==> config.mk <==
export PLATFORM = sky130hd
export DESIGN_NAME = dual_bank_regfile
export DESIGN_NICKNAME = d
export VERILOG_FILES = /design/src/rtl/regbank_pkg.sv /design/src/rtl/rf_bank_group.sv /design/src/rtl/rf_index_regs.sv /design/src/rtl/rf_ctrl_regs.sv /design/src/rtl/dual_bank_regfile.sv
export SDC_FILE = /design/constraint.sdc
export NUM_CORES = 1
export LEC_CHECK = 0
export ABC_AREA = 0
export BUFFER_PORTS_ARGS = -buffer_cell sky130_fd_sc_hd__buf_2
export CORE_MARGIN = 1
export CORE_UTILIZATION = 53
export DETAILED_ROUTE_END_ITERATION = 10
export PLACE_DENSITY = 0.8
export SLEW_MARGIN = 15
export SYNTH_ARGS = -nofsm -noshare
export SYNTH_HDL_FRONTEND = slang
export SYNTH_SLANG_ARGS = --single-unit
==> constraint.sdc <==
create_clock -name clk -period 1.6 [get_ports clk]
set_clock_uncertainty 0.05 [all_clocks]
set_input_delay 0.08 -clock clk [delete_from_list [all_inputs] [get_ports clk]]
set_output_delay 0.08 -clock clk [all_outputs]
set_load 0.01 [all_outputs]
==> src/rtl/regbank_pkg.sv <==
package regbank_pkg;
  localparam int SEL_W = 5;

  localparam logic [SEL_W-1:0] SEL_A   = 5'd0;
  localparam logic [SEL_W-1:0] SEL_F   = 5'd1;
  localparam logic [SEL_W-1:0] SEL_B   = 5'd2;
  localparam logic [SEL_W-1:0] SEL_C   = 5'd3;
  localparam logic [SEL_W-1:0] SEL_D   = 5'd4;
  localparam logic [SEL_W-1:0] SEL_E   = 5'd5;
  localparam logic [SEL_W-1:0] SEL_H   = 5'd6;
  localparam logic [SEL_W-1:0] SEL_L   = 5'd7;
  localparam logic [SEL_W-1:0] SEL_IXH = 5'd8;
  localparam logic [SEL_W-1:0] SEL_IXL = 5'd9;
  localparam logic [SEL_W-1:0] SEL_IYH = 5'd10;
  localparam logic [SEL_W-1:0] SEL_IYL = 5'd11;
  localparam logic [SEL_W-1:0] SEL_I   = 5'd12;
  localparam logic [SEL_W-1:0] SEL_R   = 5'd13;
  localparam logic [SEL_W-1:0] SEL_AF  = 5'd16;
  localparam logic [SEL_W-1:0] SEL_BC  = 5'd17;
  localparam logic [SEL_W-1:0] SEL_DE  = 5'd18;
  localparam logic [SEL_W-1:0] SEL_HL  = 5'd19;
  localparam logic [SEL_W-1:0] SEL_IX  = 5'd20;
  localparam logic [SEL_W-1:0] SEL_IY  = 5'd21;

  function automatic logic sel_valid(input logic [SEL_W-1:0] s);
    return (s <= SEL_R) || ((s >= SEL_AF) && (s <= SEL_IY));
  endfunction

  function automatic logic sel_is_pair(input logic [SEL_W-1:0] s);
    return (s >= SEL_AF) && (s <= SEL_IY);
  endfunction
endpackage

==> src/rtl/rf_bank_group.sv <==
module rf_bank_group #(
  parameter int DW     = 8,
  parameter int NPAIRS = 3,
  localparam int PW    = 2 * DW,
  localparam int IDXW  = (NPAIRS > 1) ? $clog2(NPAIRS) : 1
) (
  input  logic                 clk,
  input  logic                 rst,
  input  logic                 xchg,
  input  logic [IDXW-1:0]      wr_idx,
  input  logic                 wr_hi,
  input  logic                 wr_lo,
  input  logic [PW-1:0]        wr_data,
  output logic [NPAIRS*PW-1:0] act_o,
  output logic                 bank_o
);
  logic bank_q;

  always_ff @(posedge clk) begin
    if (rst) bank_q <= 1'b0;
    else if (xchg) bank_q <= ~bank_q;
  end

  assign bank_o = bank_q;

  for (genvar p = 0; p < NPAIRS; p++) begin : g_pair
    logic [PW-1:0] slot0_q, slot1_q;
    logic          hit;

    assign hit = (wr_idx == IDXW'(p));

    always_ff @(posedge clk) begin
      if (rst) begin
        slot0_q <= '0;
        slot1_q <= '0;
      end else begin
        if (hit && !bank_q) begin
          if (wr_hi) slot0_q[PW-1:DW] <= wr_data[PW-1:DW];
          if (wr_lo) slot0_q[DW-1:0]  <= wr_data[DW-1:0];
        end
        if (hit && bank_q) begin
          if (wr_hi) slot1_q[PW-1:DW] <= wr_data[PW-1:DW];
          if (wr_lo) slot1_q[DW-1:0]  <= wr_data[DW-1:0];
        end
      end
    end

    assign act_o[p*PW +: PW] = bank_q ? slot1_q : slot0_q;
  end
endmodule

==> src/rtl/rf_index_regs.sv <==
module rf_index_regs #(
  parameter int DW   = 8,
  parameter int NREG = 2,
  localparam int PW  = 2 * DW,
  localparam int IDXW = (NREG > 1) ? $clog2(NREG) : 1
) (
  input  logic               clk,
  input  logic               rst,
  input  logic [IDXW-1:0]    wr_idx,
  input  logic               wr_hi,
  input  logic               wr_lo,
  input  logic [PW-1:0]      wr_data,
  output logic [NREG*PW-1:0] val_o
);
  for (genvar g = 0; g < NREG; g++) begin : g_idx
    logic [PW-1:0] reg_q;
    logic          hit;

    assign hit = (wr_idx == IDXW'(g));

    always_ff @(posedge clk) begin
      if (rst) begin
        reg_q <= '0;
      end else if (hit) begin
        if (wr_hi) reg_q[PW-1:DW] <= wr_data[PW-1:DW];
        if (wr_lo) reg_q[DW-1:0]  <= wr_data[DW-1:0];
      end
    end

    assign val_o[g*PW +: PW] = reg_q;
  end
endmodule

==> src/rtl/rf_ctrl_regs.sv <==
module rf_ctrl_regs #(
  parameter int DW = 8
) (
  input  logic          clk,
  input  logic          rst,
  input  logic          wr_page,
  input  logic          wr_rfsh,
  input  logic [DW-1:0] wr_byte,
  input  logic          opfetch,
  output logic [DW-1:0] page_o,
  output logic [DW-1:0] rfsh_o
);
  localparam logic [DW-2:0] CNT_ONE = {{(DW-2){1'b0}}, 1'b1};

  logic [DW-1:0] page_q, rfsh_q;

  always_ff @(posedge clk) begin
    if (rst) page_q <= '0;
    else if (wr_page) page_q <= wr_byte;
  end

  // A write has priority over the fetch increment; only the low bits count.
  always_ff @(posedge clk) begin
    if (rst) rfsh_q <= '0;
    else if (wr_rfsh) rfsh_q <= wr_byte;
    else if (opfetch) rfsh_q <= {rfsh_q[DW-1], rfsh_q[DW-2:0] + CNT_ONE};
  end

  assign page_o = page_q;
  assign rfsh_o = rfsh_q;
endmodule

==> src/rtl/dual_bank_regfile.sv <==
module dual_bank_regfile
  import regbank_pkg::*;
#(
  parameter int DW = 8,
  localparam int PW = 2 * DW
) (
  input  logic             clk,
  input  logic             rst,
  input  logic [SEL_W-1:0] rd_sel,
  output logic [PW-1:0]    rd_data,
  input  logic             wr_en,
  input  logic [SEL_W-1:0] wr_sel,
  input  logic [PW-1:0]    wr_data,
  input  logic             xchg_af,
  input  logic             xchg_main,
  input  logic             opfetch,
  input  logic [DW-1:0]    int_byte,
  output logic [PW-1:0]    vec_addr
);
  localparam int NMAIN = 3;
  localparam int NIDX  = 2;
  localparam int MIW   = $clog2(NMAIN);
  localparam int IIW   = (NIDX > 1) ? $clog2(NIDX) : 1;
  localparam logic [DW-1:0] ZB = '0;

  logic [PW-1:0]       grp_data;
  logic                af_hi, af_lo;
  logic [MIW-1:0]      mn_idx;
  logic                mn_hi, mn_lo;
  logic [IIW-1:0]      ix_idx;
  logic                ix_hi, ix_lo;
  logic                wr_page, wr_rfsh;

  logic [PW-1:0]       af_act;
  logic [NMAIN*PW-1:0] mn_act;
  logic [NIDX*PW-1:0]  ix_act;
  logic                af_bank, mn_bank;
  logic [DW-1:0]       i_val, r_val;
  logic [PW-1:0]       bc_v, de_v, hl_v, ix_v, iy_v;
  logic [PW-1:0]       rd_next;
  logic [PW-1:0]       rd_q, vec_q;

  // Byte writes replicate the byte so either half-enable picks it up.
  assign grp_data = sel_is_pair(wr_sel) ? wr_data : {wr_data[DW-1:0], wr_data[DW-1:0]};

  always_comb begin
    af_hi = 1'b0; af_lo = 1'b0;
    mn_idx = '0;  mn_hi = 1'b0; mn_lo = 1'b0;
    ix_idx = '0;  ix_hi = 1'b0; ix_lo = 1'b0;
    wr_page = 1'b0; wr_rfsh = 1'b0;
    if (wr_en) begin
      case (wr_sel)
        SEL_A:   af_hi = 1'b1;
        SEL_F:   af_lo = 1'b1;
        SEL_AF:  begin af_hi = 1'b1; af_lo = 1'b1; end
        SEL_B:   begin mn_idx = MIW'(0); mn_hi = 1'b1; end
        SEL_C:   begin mn_idx = MIW'(0); mn_lo = 1'b1; end
        SEL_BC:  begin mn_idx = MIW'(0); mn_hi = 1'b1; mn_lo = 1'b1; end
        SEL_D:   begin mn_idx = MIW'(1); mn_hi = 1'b1; end
        SEL_E:   begin mn_idx = MIW'(1); mn_lo = 1'b1; end
        SEL_DE:  begin mn_idx = MIW'(1); mn_hi = 1'b1; mn_lo = 1'b1; end
        SEL_H:   begin mn_idx = MIW'(2); mn_hi = 1'b1; end
        SEL_L:   begin mn_idx = MIW'(2); mn_lo = 1'b1; end
        SEL_HL:  begin mn_idx = MIW'(2); mn_hi = 1'b1; mn_lo = 1'b1; end
        SEL_IXH: begin ix_idx = IIW'(0); ix_hi = 1'b1; end
        SEL_IXL: begin ix_idx = IIW'(0); ix_lo = 1'b1; end
        SEL_IX:  begin ix_idx = IIW'(0); ix_hi = 1'b1; ix_lo = 1'b1; end
        SEL_IYH: begin ix_idx = IIW'(1); ix_hi = 1'b1; end
        SEL_IYL: begin ix_idx = IIW'(1); ix_lo = 1'b1; end
        SEL_IY:  begin ix_idx = IIW'(1); ix_hi = 1'b1; ix_lo = 1'b1; end
        SEL_I:   wr_page = 1'b1;
        SEL_R:   wr_rfsh = 1'b1;
        default: ;
      endcase
    end
  end

  rf_bank_group #(.DW(DW), .NPAIRS(1)) u_af_bank (
    .clk     (clk),
    .rst     (rst),
    .xchg    (xchg_af),
    .wr_idx  (1'b0),
    .wr_hi   (af_hi),
    .wr_lo   (af_lo),
    .wr_data (grp_data),
    .act_o   (af_act),
    .bank_o  (af_bank)
  );

  rf_bank_group #(.DW(DW), .NPAIRS(NMAIN)) u_main_bank (
    .clk     (clk),
    .rst     (rst),
    .xchg    (xchg_main),
    .wr_idx  (mn_idx),
    .wr_hi   (mn_hi),
    .wr_lo   (mn_lo),
    .wr_data (grp_data),
    .act_o   (mn_act),
    .bank_o  (mn_bank)
  );

  rf_index_regs #(.DW(DW), .NREG(NIDX)) u_index (
    .clk     (clk),
    .rst     (rst),
    .wr_idx  (ix_idx),
    .wr_hi   (ix_hi),
    .wr_lo   (ix_lo),
    .wr_data (grp_data),
    .val_o   (ix_act)
  );

  rf_ctrl_regs #(.DW(DW)) u_ctrl (
    .clk     (clk),
    .rst     (rst),
    .wr_page (wr_page),
    .wr_rfsh (wr_rfsh),
    .wr_byte (wr_data[DW-1:0]),
    .opfetch (opfetch),
    .page_o  (i_val),
    .rfsh_o  (r_val)
  );

  assign bc_v = mn_act[0*PW +: PW];
  assign de_v = mn_act[1*PW +: PW];
  assign hl_v = mn_act[2*PW +: PW];
  assign ix_v = ix_act[0*PW +: PW];
  assign iy_v = ix_act[1*PW +: PW];

  always_comb begin
    case (rd_sel)
      SEL_A:   rd_next = {ZB, af_act[PW-1:DW]};
      SEL_F:   rd_next = {ZB, af_act[DW-1:0]};
      SEL_B:   rd_next = {ZB, bc_v[PW-1:DW]};
      SEL_C:   rd_next = {ZB, bc_v[DW-1:0]};
      SEL_D:   rd_next = {ZB, de_v[PW-1:DW]};
      SEL_E:   rd_next = {ZB, de_v[DW-1:0]};
      SEL_H:   rd_next = {ZB, hl_v[PW-1:DW]};
      SEL_L:   rd_next = {ZB, hl_v[DW-1:0]};
      SEL_IXH: rd_next = {ZB, ix_v[PW-1:DW]};
      SEL_IXL: rd_next = {ZB, ix_v[DW-1:0]};
      SEL_IYH: rd_next = {ZB, iy_v[PW-1:DW]};
      SEL_IYL: rd_next = {ZB, iy_v[DW-1:0]};
      SEL_I:   rd_next = {ZB, i_val};
      SEL_R:   rd_next = {ZB, r_val};
      SEL_AF:  rd_next = af_act;
      SEL_BC:  rd_next = bc_v;
      SEL_DE:  rd_next = de_v;
      SEL_HL:  rd_next = hl_v;
      SEL_IX:  rd_next = ix_v;
      SEL_IY:  rd_next = iy_v;
      default: rd_next = '0;
    endcase
  end

  always_ff @(posedge clk) begin
    if (rst) begin
      rd_q  <= '0;
      vec_q <= '0;
    end else begin
      rd_q  <= rd_next;
      vec_q <= {i_val, int_byte};
    end
  end

  assign rd_data  = rd_q;
  assign vec_addr = vec_q;
endmodule

After elaboration in Yosys (flattened, before gate mapping). Cells that the tools add are included.

Input bits: 40. Register bits after elaboration: 210. Output and inout bits: 32. Logic and storage cells: 142.

Bitwise logic cells: 3. Muxes and demuxes: 28. Equal/unequal tests: 40. Reductions and logical operators: 41. Add/sub/neg operators: 1. $lt $le $gt $ge: 2.

Operators by type and width (count): $pmux 16 s20 (1); $mux 16 (5); $eq 5x4->1 const B (12); $eq 5x5->1 const B (12); $eq 5x3->1 const B (8); $reduce_and 2->1 (20); $eq 5x2->1 const B (4); $mux 1 (18); $reduce_or 6->1 (2); $eq 5x1->1 const B (2); $logic_not 5->1 (2); $reduce_or 3->1 (3); $mux 8 (1); $reduce_or 4->1 (2); $add 7x1->7 const B (1); $logic_and 1x1->1 (7); $mux 7 (1); $ge 5x5->1 const B (1); $le 5x5->1 const B (1); $pmux 2 s2 (1); $reduce_or 2->1 (2); $not 1->1 (3); $eq 2x1->1 const B (1); $eq 2x2->1 const B (1); 4 further kinds (4).

Depth between registers and ports, before layout. Gate-level depths: netlist of run 1.

Word-level depth: 7. Mapped depth: 7. Gate-level depth less buffers: 5.

Hierarchy. A second synthesis of run 1 with hierarchy kept.

Cells, all modules: 1081. Area total of the unflattened synthesis: 10881.7 sq um.

By module, submodules not included: rf_bank_group at u_main_bank (instances 1, area each 4463.0 sq um, cells each 401, sequential area each 1941.9 sq um); dual_bank_regfile (instances 1, area each 2802.7 sq um, cells each 336, sequential area each 640.6 sq um); rf_bank_group at u_af_bank (instances 1, area each 1600.3 sq um, cells each 148, sequential area each 660.6 sq um); rf_index_regs (instances 1, area each 1351.3 sq um, cells each 126, sequential area each 640.6 sq um); rf_ctrl_regs (instances 1, area each 664.4 sq um, cells each 70, sequential area each 320.3 sq um).

Worst setup path after synthesis of run 1. Ideal clock, no wire load.

Kind: flip-flop to flip-flop. Start point: register u_af_bank.bank_q, in the netlist u_af_bank.bank_o. End point: register rd_q[3], in the netlist rd_data[3]. Period minus slack after synthesis: 1.750 ns. Slack: -0.150 ns. Cell stages (with the launch flop): 7. Arrival time: 1.558 ns. Setup time: 0.143 ns. Data required time: 1.407 ns. Path buffers: 2. Cell sequence: dfxtp_1 -> buf_2 -> buf_2 -> mux2i_1 -> nor2_1 -> nor4_1 -> a41oi_1.

Word-level cells in the longest chain between the ends: 2.

RTL lines: start, declared (RTL line rf_bank_group.sv:17) `logic bank_q;`; start signal, assigned (RTL line rf_bank_group.sv:21) `else if (xchg) bank_q <= ~bank_q;`; $mux 16 (RTL line rf_bank_group.sv:48) `assign act_o[p*PW +: PW] = bank_q ? slot1_q : slot0_q;`; $pmux 16 s20 (RTL line dual_bank_regfile.sv:130) `case (rd_sel)`; end signal, assigned (RTL line dual_bank_regfile.sv:160) `rd_q <= rd_next;`; end, declared (RTL line dual_bank_regfile.sv:41) `logic [PW-1:0] rd_q, vec_q;`.

Every way passes these cells. A chain may end at the register's enable or synchronous reset.

Final worst setup path of run 1.
Start point: register u_main_bank.bank_q, in the netlist u_main_bank.bank_o. End point: register rd_q[3], in the netlist rd_data[3].

Word-level cells in the longest chain between the ends: 2. Elaborated cells between the ends (all ways): 4.

RTL lines (RTL line): start, declared (rf_bank_group.sv:17); start signal, assigned (rf_bank_group.sv:21); $mux 16 (rf_bank_group.sv:48); $pmux 16 s20 * (dual_bank_regfile.sv:130).

Every way passes the cells marked *; elsewhere a longest branch is shown, timed or not.

==> flow_metrics.py, run 1 <==
metrics = {
    "outcome": {
        "run_status": "complete, but fails checks",
        "violated_checks": "setup timing",
    },
    "synthesis": {
        "synth_xor_area_frac": 0.0122,
        "synthTopCellsByCount": "sky130_fd_sc_hd__dfxtp_1 (210), sky130_fd_sc_hd__nor2_1 (199), sky130_fd_sc_hd__mux2i_1 (164), sky130_fd_sc_hd__a211oi_1 (85), sky130_fd_sc_hd__clkbuf_1 (37)",
        "post-synth-top-count-cell": "sky130_fd_sc_hd__dfxtp_1",
        "synthesis.yosys.warnings": 0,
        "ys_seq_area_frac": 0.451,
        "dominant_combinational_cell_family_by_area_after_synthesis": "multiplexers",
        "synth_flop_cell": "sky130_fd_sc_hd__dfxtp_1",
        "netlist.area_leader.share": 0.451,
        "synth_async_sr_flop_share": 0,
        "synth_top_area_cell": "sky130_fd_sc_hd__dfxtp_1",
        "mappedNetlistArea_um2": 9330,
        "yosys-top-cells-area": "sky130_fd_sc_hd__dfxtp_1 (45%), sky130_fd_sc_hd__mux2i_1 (18%), sky130_fd_sc_hd__nor2_1 (8.0%), sky130_fd_sc_hd__a211oi_1 (6.8%), sky130_fd_sc_hd__o22ai_1 (2.0%)",
        "synth-compound-area-share": 0.156,
        "synth_enable_flop_cells": 0,
        "basic_gate_share_of_the_synthesized_area_counting_and_or_nand_and_nor_cells": 0.153,
        "adder_and_majority_cell_fraction_of_the_synthesized_area": 0.00134,
        "synth.area.mux_share": 0.190,
        "synth.lib_cells_used.distinct": 55,
        "synth_nets": 1022,
        "syn_inst": 981,
        "postSynthAreaPerCell_um2": 9.51,
        "synth.ff_latch_count": 210,
    },
    "critical_path": {
        "crit_path_start_kind": "flop",
        "crit_path_frequent_cell": "sky130_fd_sc_hd__buf_12",
        "worst-endpoint-arrival_ns": 2.06,
        "cpPeakStageDelay_ns": 0.37,
        "worst_path_dominant_cell_family": "flip-flops",
        "required_time_at_the_worst_slack_endpoint_ns": 1.92,
        "worstSetupEndpointType": "flop",
        "timing.critical_path.cells": "buf_12 -> buf_12 -> mux2i_4 -> o2bb2ai_2 -> nor4_2 -> a41oi_2",
        "crit_path_max_fanout": 6,
        "path_buf_inv": 2,
        "worst-setup-path-type": "flop to flop",
        "crit_slowest_cell": "sky130_fd_sc_hd__dfxtp_4",
    },
    "power": {
        "total_leakage_power_nw": 5.11,
        "fin_total_pwr_mw": 12.4,
        "peakVddDrop_mv": 0.892,
        "power_per_cell_area_nw_per_um2": 961,
    },
    "routing": {
        "routed_wirelength_um": 32400,
        "drt_first_pass_iters": 6,
        "number_of_vias_in_the_routed_layout": 8932,
        "post_drt_via_cell_ratio": 6.21,
        "remaining_drc_errors": 0,
        "antenna_violating_nets_post_route": 0,
        "drt-wirelength-per-cell_um": 22.5,
        "drtIter0Drc": 1042,
    },
    "clock_network": {
        "clockRootBuffer": "sky130_fd_sc_hd__clkbuf_16",
        "max-clock-path-buffers": 3,
        "cts_inserted_buffers": 22,
        "htreeDepth": 1,
        "clk_pin_slew_worst_paths_ns": 0.06,
        "tritoncts_clock_tree": "yes",
        "clkLatencyLatePin_ns": 0.51,
        "cts.sinks": 210,
    },
    "final_layout": {
        "area.growth.synth_to_final_pct": 38.0,
        "final_cells": 1439,
        "diodes": 0,
        "final_layout_size_suffix_gt1_frac": 0.311,
        "finish.net_count": 1239,
        "finish.instance_area_um2": 12900,
        "final_core_util": 0.747,
        "num-fill-cells": 1104,
    },
    "floorplanning": {
        "num_io_pins": 72,
        "die_outline_height_um": 135,
        "std_cell_rows": 48,
        "design.die.area_um2": 18100,
        "die_w_um": 135,
        "placeableCoreArea_um2": 17200,
        "initial_core_util": 0.541,
    },
    "placed_design": {
        "placed_cell_area_um2": 11100,
        "gp_congestion": 1.04,
        "place.detailed.instances": 1357,
        "post-dp-hpwl_um": 21300,
        "port_buffers": 71,
        "preCtsSetupSlack_ns": -0.538,
    },
    "sta": {
        "fin_crit_sh": 1.09,
        "finalHoldWorstSlack_ns": 0.0218,
        "fmax_mhz": 573,
        "setup_viol": 11,
        "final_critical_path_setup_slack_ns": -0.147,
        "timing.final.hold_violations": 0,
        "totalNegativeSetupSlack_ns": -0.597,
        "slew_violations": 0,
        "layout_min_cycle_time_ns": 1.75,
        "max_slew.worst_pin.slew_ns": 1.05,
        "timing.max_slew.rel_slack": 0.282,
        "grt_setup_unrepaired": "true",
    },
    "global_routing": {
        "grt_max_degree": 90,
        "number_of_global_route_vias_before_repair": 8322,
        "grt_usage": 0.343,
        "grt.overflow.total": 0,
        "grt_pass1_wl_um": 47200,
        "grt_antenna_before_repair": 0,
    },
    "min_path": {
        "path_type_of_the_worst_min_delay_path": "primary input to flop",
    },
    "job": {
        "max-cap-violations": 0,
    },
}
==> worst reg2reg max path, delay by kind of cell (launching register included) <==
kind / cells / cell delay, ns
AO/OA/AOI/OAI: 2 / 0.29
buffers and inverters: 2 / 0.28
flip-flops: 1 / 0.37
AND/OR/NAND/NOR: 1 / 0.31
multiplexers: 1 / 0.30
==> state kept, by name, summed over array words and instances, names as in the netlist <==
name                        cells
u_ctrl.rfsh_o                   8
u_af_bank.g_pair.slot1_q       16
u_main_bank.bank_o              1
u_af_bank.bank_o                1
vec_addr                       16
u_af_bank.g_pair.slot0_q       16
rd_data                        16
u_index.g_idx.reg_q            32
u_main_bank.g_pair.slot0_q     48
u_ctrl.page_o                   8
u_main_bank.g_pair.slot1_q     48
==> per-layer routing <==
metal  vias up  part of all wire  routed length, µm  GRT usage
li1       4002                 -                  -          -
met1      4316              0.41              13400      0.472
met2       515              0.46              14800      0.544
met3        99             0.093               3030     0.0503
met4         0             0.038               1240      0.127
met5         -                 0                  0          0
==> where the power goes <==
part	internal, mW	total [mW]	switching (mW)
Sequential	5.31	5.38	0.0705
Clock	3.45	5.57	2.12
Combinational	0.655	1.42	0.768
==> path summary, 6_finish.rpt <==
| kind | startpoint | to | slack (ns) | cells past startpoint |
|---|---|---|---|---|
| min reg2reg | u_main_bank.g_pair[1].slot1_q[4]$_SDFFE_PP0P_ | u_main_bank.g_pair[1].slot1_q[4]$_SDFFE_PP0P_ | 0.44 | 2 |
| max reg2reg | u_main_bank.bank_o$_SDFFE_PP0P_ | rd_data[3]$_SDFF_PP0_ | -0.15 | 6 |
| min | wr_data[6] | u_main_bank.g_pair[0].slot1_q[6]$_SDFFE_PP0P_ | 0.02 | 4 |
| max | u_main_bank.bank_o$_SDFFE_PP0P_ | rd_data[3]$_SDFF_PP0_ | -0.15 | 6 |
==> placed cells by master, fill, tap and decap left out, types with 8 or more instances in the layout <==
master                          synthesis  final
sky130_fd_sc_hd__dfxtp_1              210    208
sky130_fd_sc_hd__nor2_1               199    197
sky130_fd_sc_hd__mux2i_1              164    138
sky130_fd_sc_hd__buf_4                  2    134
sky130_fd_sc_hd__a211oi_1              85     70
sky130_fd_sc_hd__buf_2                 32     70
sky130_fd_sc_hd__buf_12                 0     29
sky130_fd_sc_hd__o22ai_1               30     28
sky130_fd_sc_hd__clkbuf_16              0     23
sky130_fd_sc_hd__dlygate4sd3_1          0     23
sky130_fd_sc_hd__nor2b_1               21     21
sky130_fd_sc_hd__nand2_1               21     20
sky130_fd_sc_hd__a21oi_1               21     20
sky130_fd_sc_hd__a211oi_2               0     15
sky130_fd_sc_hd__mux2i_4                0     14
sky130_fd_sc_hd__mux2i_2                0     12
sky130_fd_sc_hd__mux2_2                 8      8
sky130_fd_sc_hd__a311oi_1               8      8
sky130_fd_sc_hd__buf_6                  0      8
==> repair_timing <==
action	CTS	global route
gates resized for setup	48	63
hold buffers	23	0
hold endpoints to repair	38	0
setup endpoints to repair	71	73
buffers inserted	11	7
pin swaps	10	10
cloned	1	0
==> cells by family (layout without fill, tap and decap cells) <==
logic type,Yosys count,count (layout)
flip-flops,210,210
buffers and inverters,78,311
adder cells (fa/ha/maj),1,1
AND/OR/NAND/NOR,305,305
multiplexers,174,174
XOR/XNOR,13,13
AO/OA/AOI/OAI,200,200
==> area by class of cell <==
| cell class | count | area (µm²) | share of cell area |
|---|---|---|---|
| sequential | 210 | 4210 | 0.327 |
| timing repair buffer | 267 | 2310 | 0.180 |
| tap | 225 | 282 | 0.0219 |
| multi-input combinational | 693 | 5260 | 0.409 |
| clock inverter | 10 | 153 | 0.0119 |
| clock buffer | 30 | 642 | 0.0498 |
| inverter | 4 | 15.0 | 0.00117 |
(Power assumes the default switching activity.)
==> run 2: changes to the inputs <==
--- a/config.mk
+++ b/config.mk
@@ -5,12 +5,12 @@
 export SDC_FILE = /design/constraint.sdc
 export NUM_CORES = 1
 export LEC_CHECK = 0
-export ABC_AREA = 0
+export ABC_AREA = 1
 export BUFFER_PORTS_ARGS = -buffer_cell sky130_fd_sc_hd__buf_2
 export CORE_MARGIN = 1
 export CORE_UTILIZATION = 53
 export DETAILED_ROUTE_END_ITERATION = 10
-export PLACE_DENSITY = 0.8
+export PLACE_DENSITY = 0.79
 export SLEW_MARGIN = 15
 export SYNTH_ARGS = -nofsm -noshare
 export SYNTH_HDL_FRONTEND = slang
==> constraint.sdc (replaced) <==
create_clock -name clk -period 1.6 [get_ports clk]
set_clock_uncertainty 0.05 [all_clocks]
set_input_delay 0.16 -clock clk [delete_from_list [all_inputs] [get_ports clk]]
set_output_delay 0.16 -clock clk [all_outputs]
set_load 0.01 [all_outputs]
==> run 2 against run 1 <==
The run ends with DRC, setup timing left. Critical path type unchanged. Non-clock buffer count shrank 30. Largest power group is now sequential cells. Routed wire length grew 9.8%. Worst setup slack better by 0.068 ns. Sequential share of layout area fell by 0.12 points. Area after synthesis grew 6.9%. Maximum frequency is 4.1% higher. Final cell count is 38% higher.
==> flow_metrics.py, run 2 <==
metrics = {
    "power": {
        "pwr-share-seq": 0.443,
        "p_sw_frac": 0.260,
        "power_per_cell_area_nw_per_um2": 944,
        "fin_total_pwr_mw": 12.2,
        "power_frac_comb": 0.125,
        "total_leakage_power_nw": 5.76,
        "p_int_mw": 9.03,
        "p_clk_frac": 0.432,
        "sw_power_mw": 3.17,
        "peakVddDrop_mv": 0.827,
    },
    "synthesis": {
        "post-synth-top-count-cell": "sky130_fd_sc_hd__nand2_1",
        "synth_top_area_cell": "sky130_fd_sc_hd__dfxtp_1",
        "synth_async_sr_flop_share": 0,
        "netlist.area_leader.share": 0.421,
        "synth-compound-area-share": 0.159,
        "synth_enable_flop_cells": 0,
        "yosys-top-cells-area": "sky130_fd_sc_hd__dfxtp_1 (42%), sky130_fd_sc_hd__nand2_1 (16%), sky130_fd_sc_hd__nor2_1 (12%), sky130_fd_sc_hd__o21ai_0 (8.7%), sky130_fd_sc_hd__inv_1 (4.6%)",
        "synth_xor_area_frac": 0.00527,
        "synth.area.mux_share": 0.00100,
        "synth_flop_cell": "sky130_fd_sc_hd__dfxtp_1",
        "adder_and_majority_cell_fraction_of_the_synthesized_area": 0.00125,
        "basic_gate_share_of_the_synthesized_area_counting_and_or_nand_and_nor_cells": 0.335,
        "synth.lib_cells_used.distinct": 35,
        "syn_inst": 1548,
        "ys_seq_area_frac": 0.421,
        "synthesis.yosys.warnings": 0,
        "synthTopCellsByCount": "sky130_fd_sc_hd__nand2_1 (423), sky130_fd_sc_hd__nor2_1 (306), sky130_fd_sc_hd__dfxtp_1 (210), sky130_fd_sc_hd__o21ai_0 (173), sky130_fd_sc_hd__inv_1 (121)",
        "dominant_combinational_cell_family_by_area_after_synthesis": "simple AND/OR/NAND/NOR gates",
        "postSynthAreaPerCell_um2": 6.44,
        "synth.ff_latch_count": 210,
        "mappedNetlistArea_um2": 9980,
        "synth_nets": 1589,
    },
    "routing": {
        "drtIter0Drc": 1165,
        "routed_wirelength_um": 35600,
        "number_of_vias_in_the_routed_layout": 11100,
        "remaining_drc_errors": 7,
        "drt-wirelength-per-cell_um": 17.9,
        "drt_first_pass_iters": 9,
        "post_drt_via_cell_ratio": 5.58,
        "antenna_violating_nets_post_route": 0,
    },
    "clock_network": {
        "cts.sinks": 210,
        "cts_inserted_buffers": 23,
        "max-clock-path-buffers": 3,
        "clk_pin_slew_worst_paths_ns": 0.06,
        "clockRootBuffer": "sky130_fd_sc_hd__clkbuf_16",
        "clkLatencyLatePin_ns": 0.52,
        "tritoncts_clock_tree": "yes",
        "htreeDepth": 1,
    },
    "critical_path": {
        "worst_setup_path_endpoint": "rd_data[6]$_SDFF_PP0_",
        "crit_path_max_fanout": 10,
        "worst_setup_path_startpoint": "u_main_bank.bank_o$_SDFFE_PP0P_",
        "r2r_slack_ns": -0.08,
        "cpPeakStageDelay_ns": 0.42,
        "path_buf_inv": 3,
        "stages_on_the_worst_setup_path": 11,
        "rr_startpoint": "u_main_bank.bank_o$_SDFFE_PP0P_",
        "timing.critical_path.cells": "inv_8 -> buf_12 -> buf_4 -> nand2_1 -> nand2_2 -> nand2_2 -> o21ai_1 -> nor2_1 -> nand3_1 -> nor2_2 -> nor2_1",
        "r2r-end": "rd_data[6]$_SDFF_PP0_",
        "worst-setup-path-type": "flop to flop",
        "worst-endpoint-arrival_ns": 2.02,
        "worstSetupEndpointType": "flop",
        "crit_path_start_kind": "flop",
        "worst_path_dominant_cell_family": "simple AND/OR/NAND/NOR gates",
        "length_in_cells_of_the_worst_reg_to_reg_path": 11,
        "required_time_at_the_worst_slack_endpoint_ns": 1.94,
        "crit_slowest_cell": "sky130_fd_sc_hd__dfxtp_4",
    },
    "final_layout": {
        "final_common_cell": "sky130_fd_sc_hd__nand2_1",
        "multi_input_area_um2": 5210,
        "diodes": 0,
        "most-common-layout-cells": "sky130_fd_sc_hd__nand2_1 (389), sky130_fd_sc_hd__nor2_1 (291), sky130_fd_sc_hd__dfxtp_1 (208)",
        "storage_element_area_um2": 4210,
        "final_core_util": 0.710,
        "finish.instance_area_um2": 12900,
        "final_layout_size_suffix_gt1_frac": 0.205,
        "num-fill-cells": 1489,
        "finish.net_count": 1790,
        "area.growth.synth_to_final_pct": 29.6,
        "top_regs": "u_main_bank.g_pair.slot0_q (48), u_main_bank.g_pair.slot1_q (48), u_index.g_idx.reg_q (32)",
    },
    "global_routing": {
        "number_of_global_route_vias_before_repair": 10100,
        "grt_pass1_wl_um": 54200,
        "grt_antenna_before_repair": 0,
        "grt_usage": 0.358,
        "grt_max_degree": 79,
        "grt.overflow.total": 0,
    },
    "sta": {
        "layout_min_cycle_time_ns": 1.68,
        "timing.final.hold_violations": 0,
        "finalHoldWorstSlack_ns": 0.0147,
        "max_slew.worst_pin.slew_ns": 0.432,
        "timing.max_slew.rel_slack": 0.711,
        "setup_viol": 9,
        "fmax_mhz": 596,
        "grt_setup_unrepaired": "true",
        "fin_crit_sh": 1.05,
        "final_critical_path_setup_slack_ns": -0.0782,
        "slew_violations": 0,
    },
    "outcome": {
        "violated_checks": "DRC, setup timing",
        "run_status": "complete, but fails checks",
    },
    "job": {
        "max-cap-violations": 0,
    },
    "placed_design": {
        "port_buffers": 71,
        "gp_congestion": 1.04,
        "post-dp-hpwl_um": 25200,
        "placed_cell_area_um2": 11700,
    },
    "floorplanning": {
        "placeableCoreArea_um2": 18200,
        "initial_core_util": 0.548,
        "die_w_um": 139,
        "num_io_pins": 72,
        "design.die.area_um2": 19400,
        "std_cell_rows": 49,
        "die_outline_height_um": 139,
    },
    "min_path": {
        "path_type_of_the_worst_min_delay_path": "primary input to flop",
    },
}
[run 2: cell count changes after synthesis, moves of 65 or more]
| cell | previous run | this run |
|---|---|---|
| sky130_fd_sc_hd__a211oi_1 | 85 | 0 |
| sky130_fd_sc_hd__a21oi_1 | 21 | 86 |
| sky130_fd_sc_hd__inv_1 | 4 | 121 |
| sky130_fd_sc_hd__mux2i_1 | 164 | 1 |
| sky130_fd_sc_hd__nand2_1 | 21 | 423 |
| sky130_fd_sc_hd__nand3_1 | 6 | 82 |
| sky130_fd_sc_hd__nor2_1 | 199 | 306 |
| sky130_fd_sc_hd__o21ai_0 | 4 | 173 |
[run 2: what timing repair did]
action,CTS,global route
resized for setup,26,85
endpoints found under the hold margin,22,0
hold buffers,17,0
endpoints found under the setup margin,35,75
setup buffers,2,0
cloned,0,3
pin swaps,7,21
[run 2: tightest hold or removal path, delay by kind of cell]
kind / cells / cell delay [ns]
AO/OA/AOI/OAI: 2 / 0.21
buffers and inverters: 1 / 0.16
[run 2: worst min-delay path by stage]
stage           startpoint                                     endpoint  depth (start not counted)
2_1_floorplan  int_byte[0]                       vec_addr[0]$_SDFF_PP0_                          2
3_3_place_gp   int_byte[4]                       vec_addr[4]$_SDFF_PP0_                          3
3_5_place_dp   int_byte[4]                       vec_addr[4]$_SDFF_PP0_                          3
4_1_cts         wr_data[1]  u_af_bank.g_pair[0].slot1_q[1]$_SDFFE_PP0P_                          3
5_1_grt         wr_data[1]  u_af_bank.g_pair[0].slot1_q[1]$_SDFFE_PP0P_                          3
6_report        wr_data[1]  u_af_bank.g_pair[0].slot1_q[1]$_SDFFE_PP0P_                          3
[run 2: through the flow]
step	instances	worst slack [ns]	TNS [ns]
floorplan	1548	0.0369	0
global placement	1931	-0.112	-3.85
detailed placement	1931	-0.141	-7.14
CTS	1987	-0.0109	-0.0518
global route	1990	-0.119	-1.67
finish	1990	-0.0782	-0.414
[run 2: routing by layer]
layer  global-route usage  up-vias  share of wire  wire length (µm)
li1                     -     5311              -                 -
met1                0.477     5044           0.41             14400
met2                0.578      633           0.45             16200
met3               0.0456      109          0.089              3190
met4                0.170        0          0.052              1840
met5                    0        -              0                 0
[run 2: layout make-up]
cell class / count / area share
well taps: 229 / 0.0222
clock buffers: 33 / 0.0529
flip-flops and latches: 210 / 0.326
multi-input cells: 1143 / 0.403
clock inverters: 4 / 0.00426
repair buffers: 237 / 0.151
inverters: 134 / 0.0404
[run 2: power by group through the flow]
| stage | sequential, mW | combinational, mW | clock, mW |
|---|---|---|---|
| after floorplan | 5.50 | 0.682 | 0 |
| after global placement | 5.50 | 1.32 | 0 |
| after detailed placement | 5.50 | 1.34 | 0 |
| after CTS | 5.39 | 1.39 | 5.26 |
| after global routing | 5.41 | 1.62 | 5.46 |
| final | 5.40 | 1.52 | 5.28 |
[run 2: cell families (layout without fill, tap and decap cells)]
logic type | count (synthesis) | after routing
AND/OR/NAND/NOR | 838 | 838
buffers and inverters | 195 | 408
AO/OA/AOI/OAI | 297 | 297
flip-flops | 210 | 210
adder cells (fa/ha/maj) | 1 | 1
XOR/XNOR | 6 | 6
multiplexers | 1 | 1
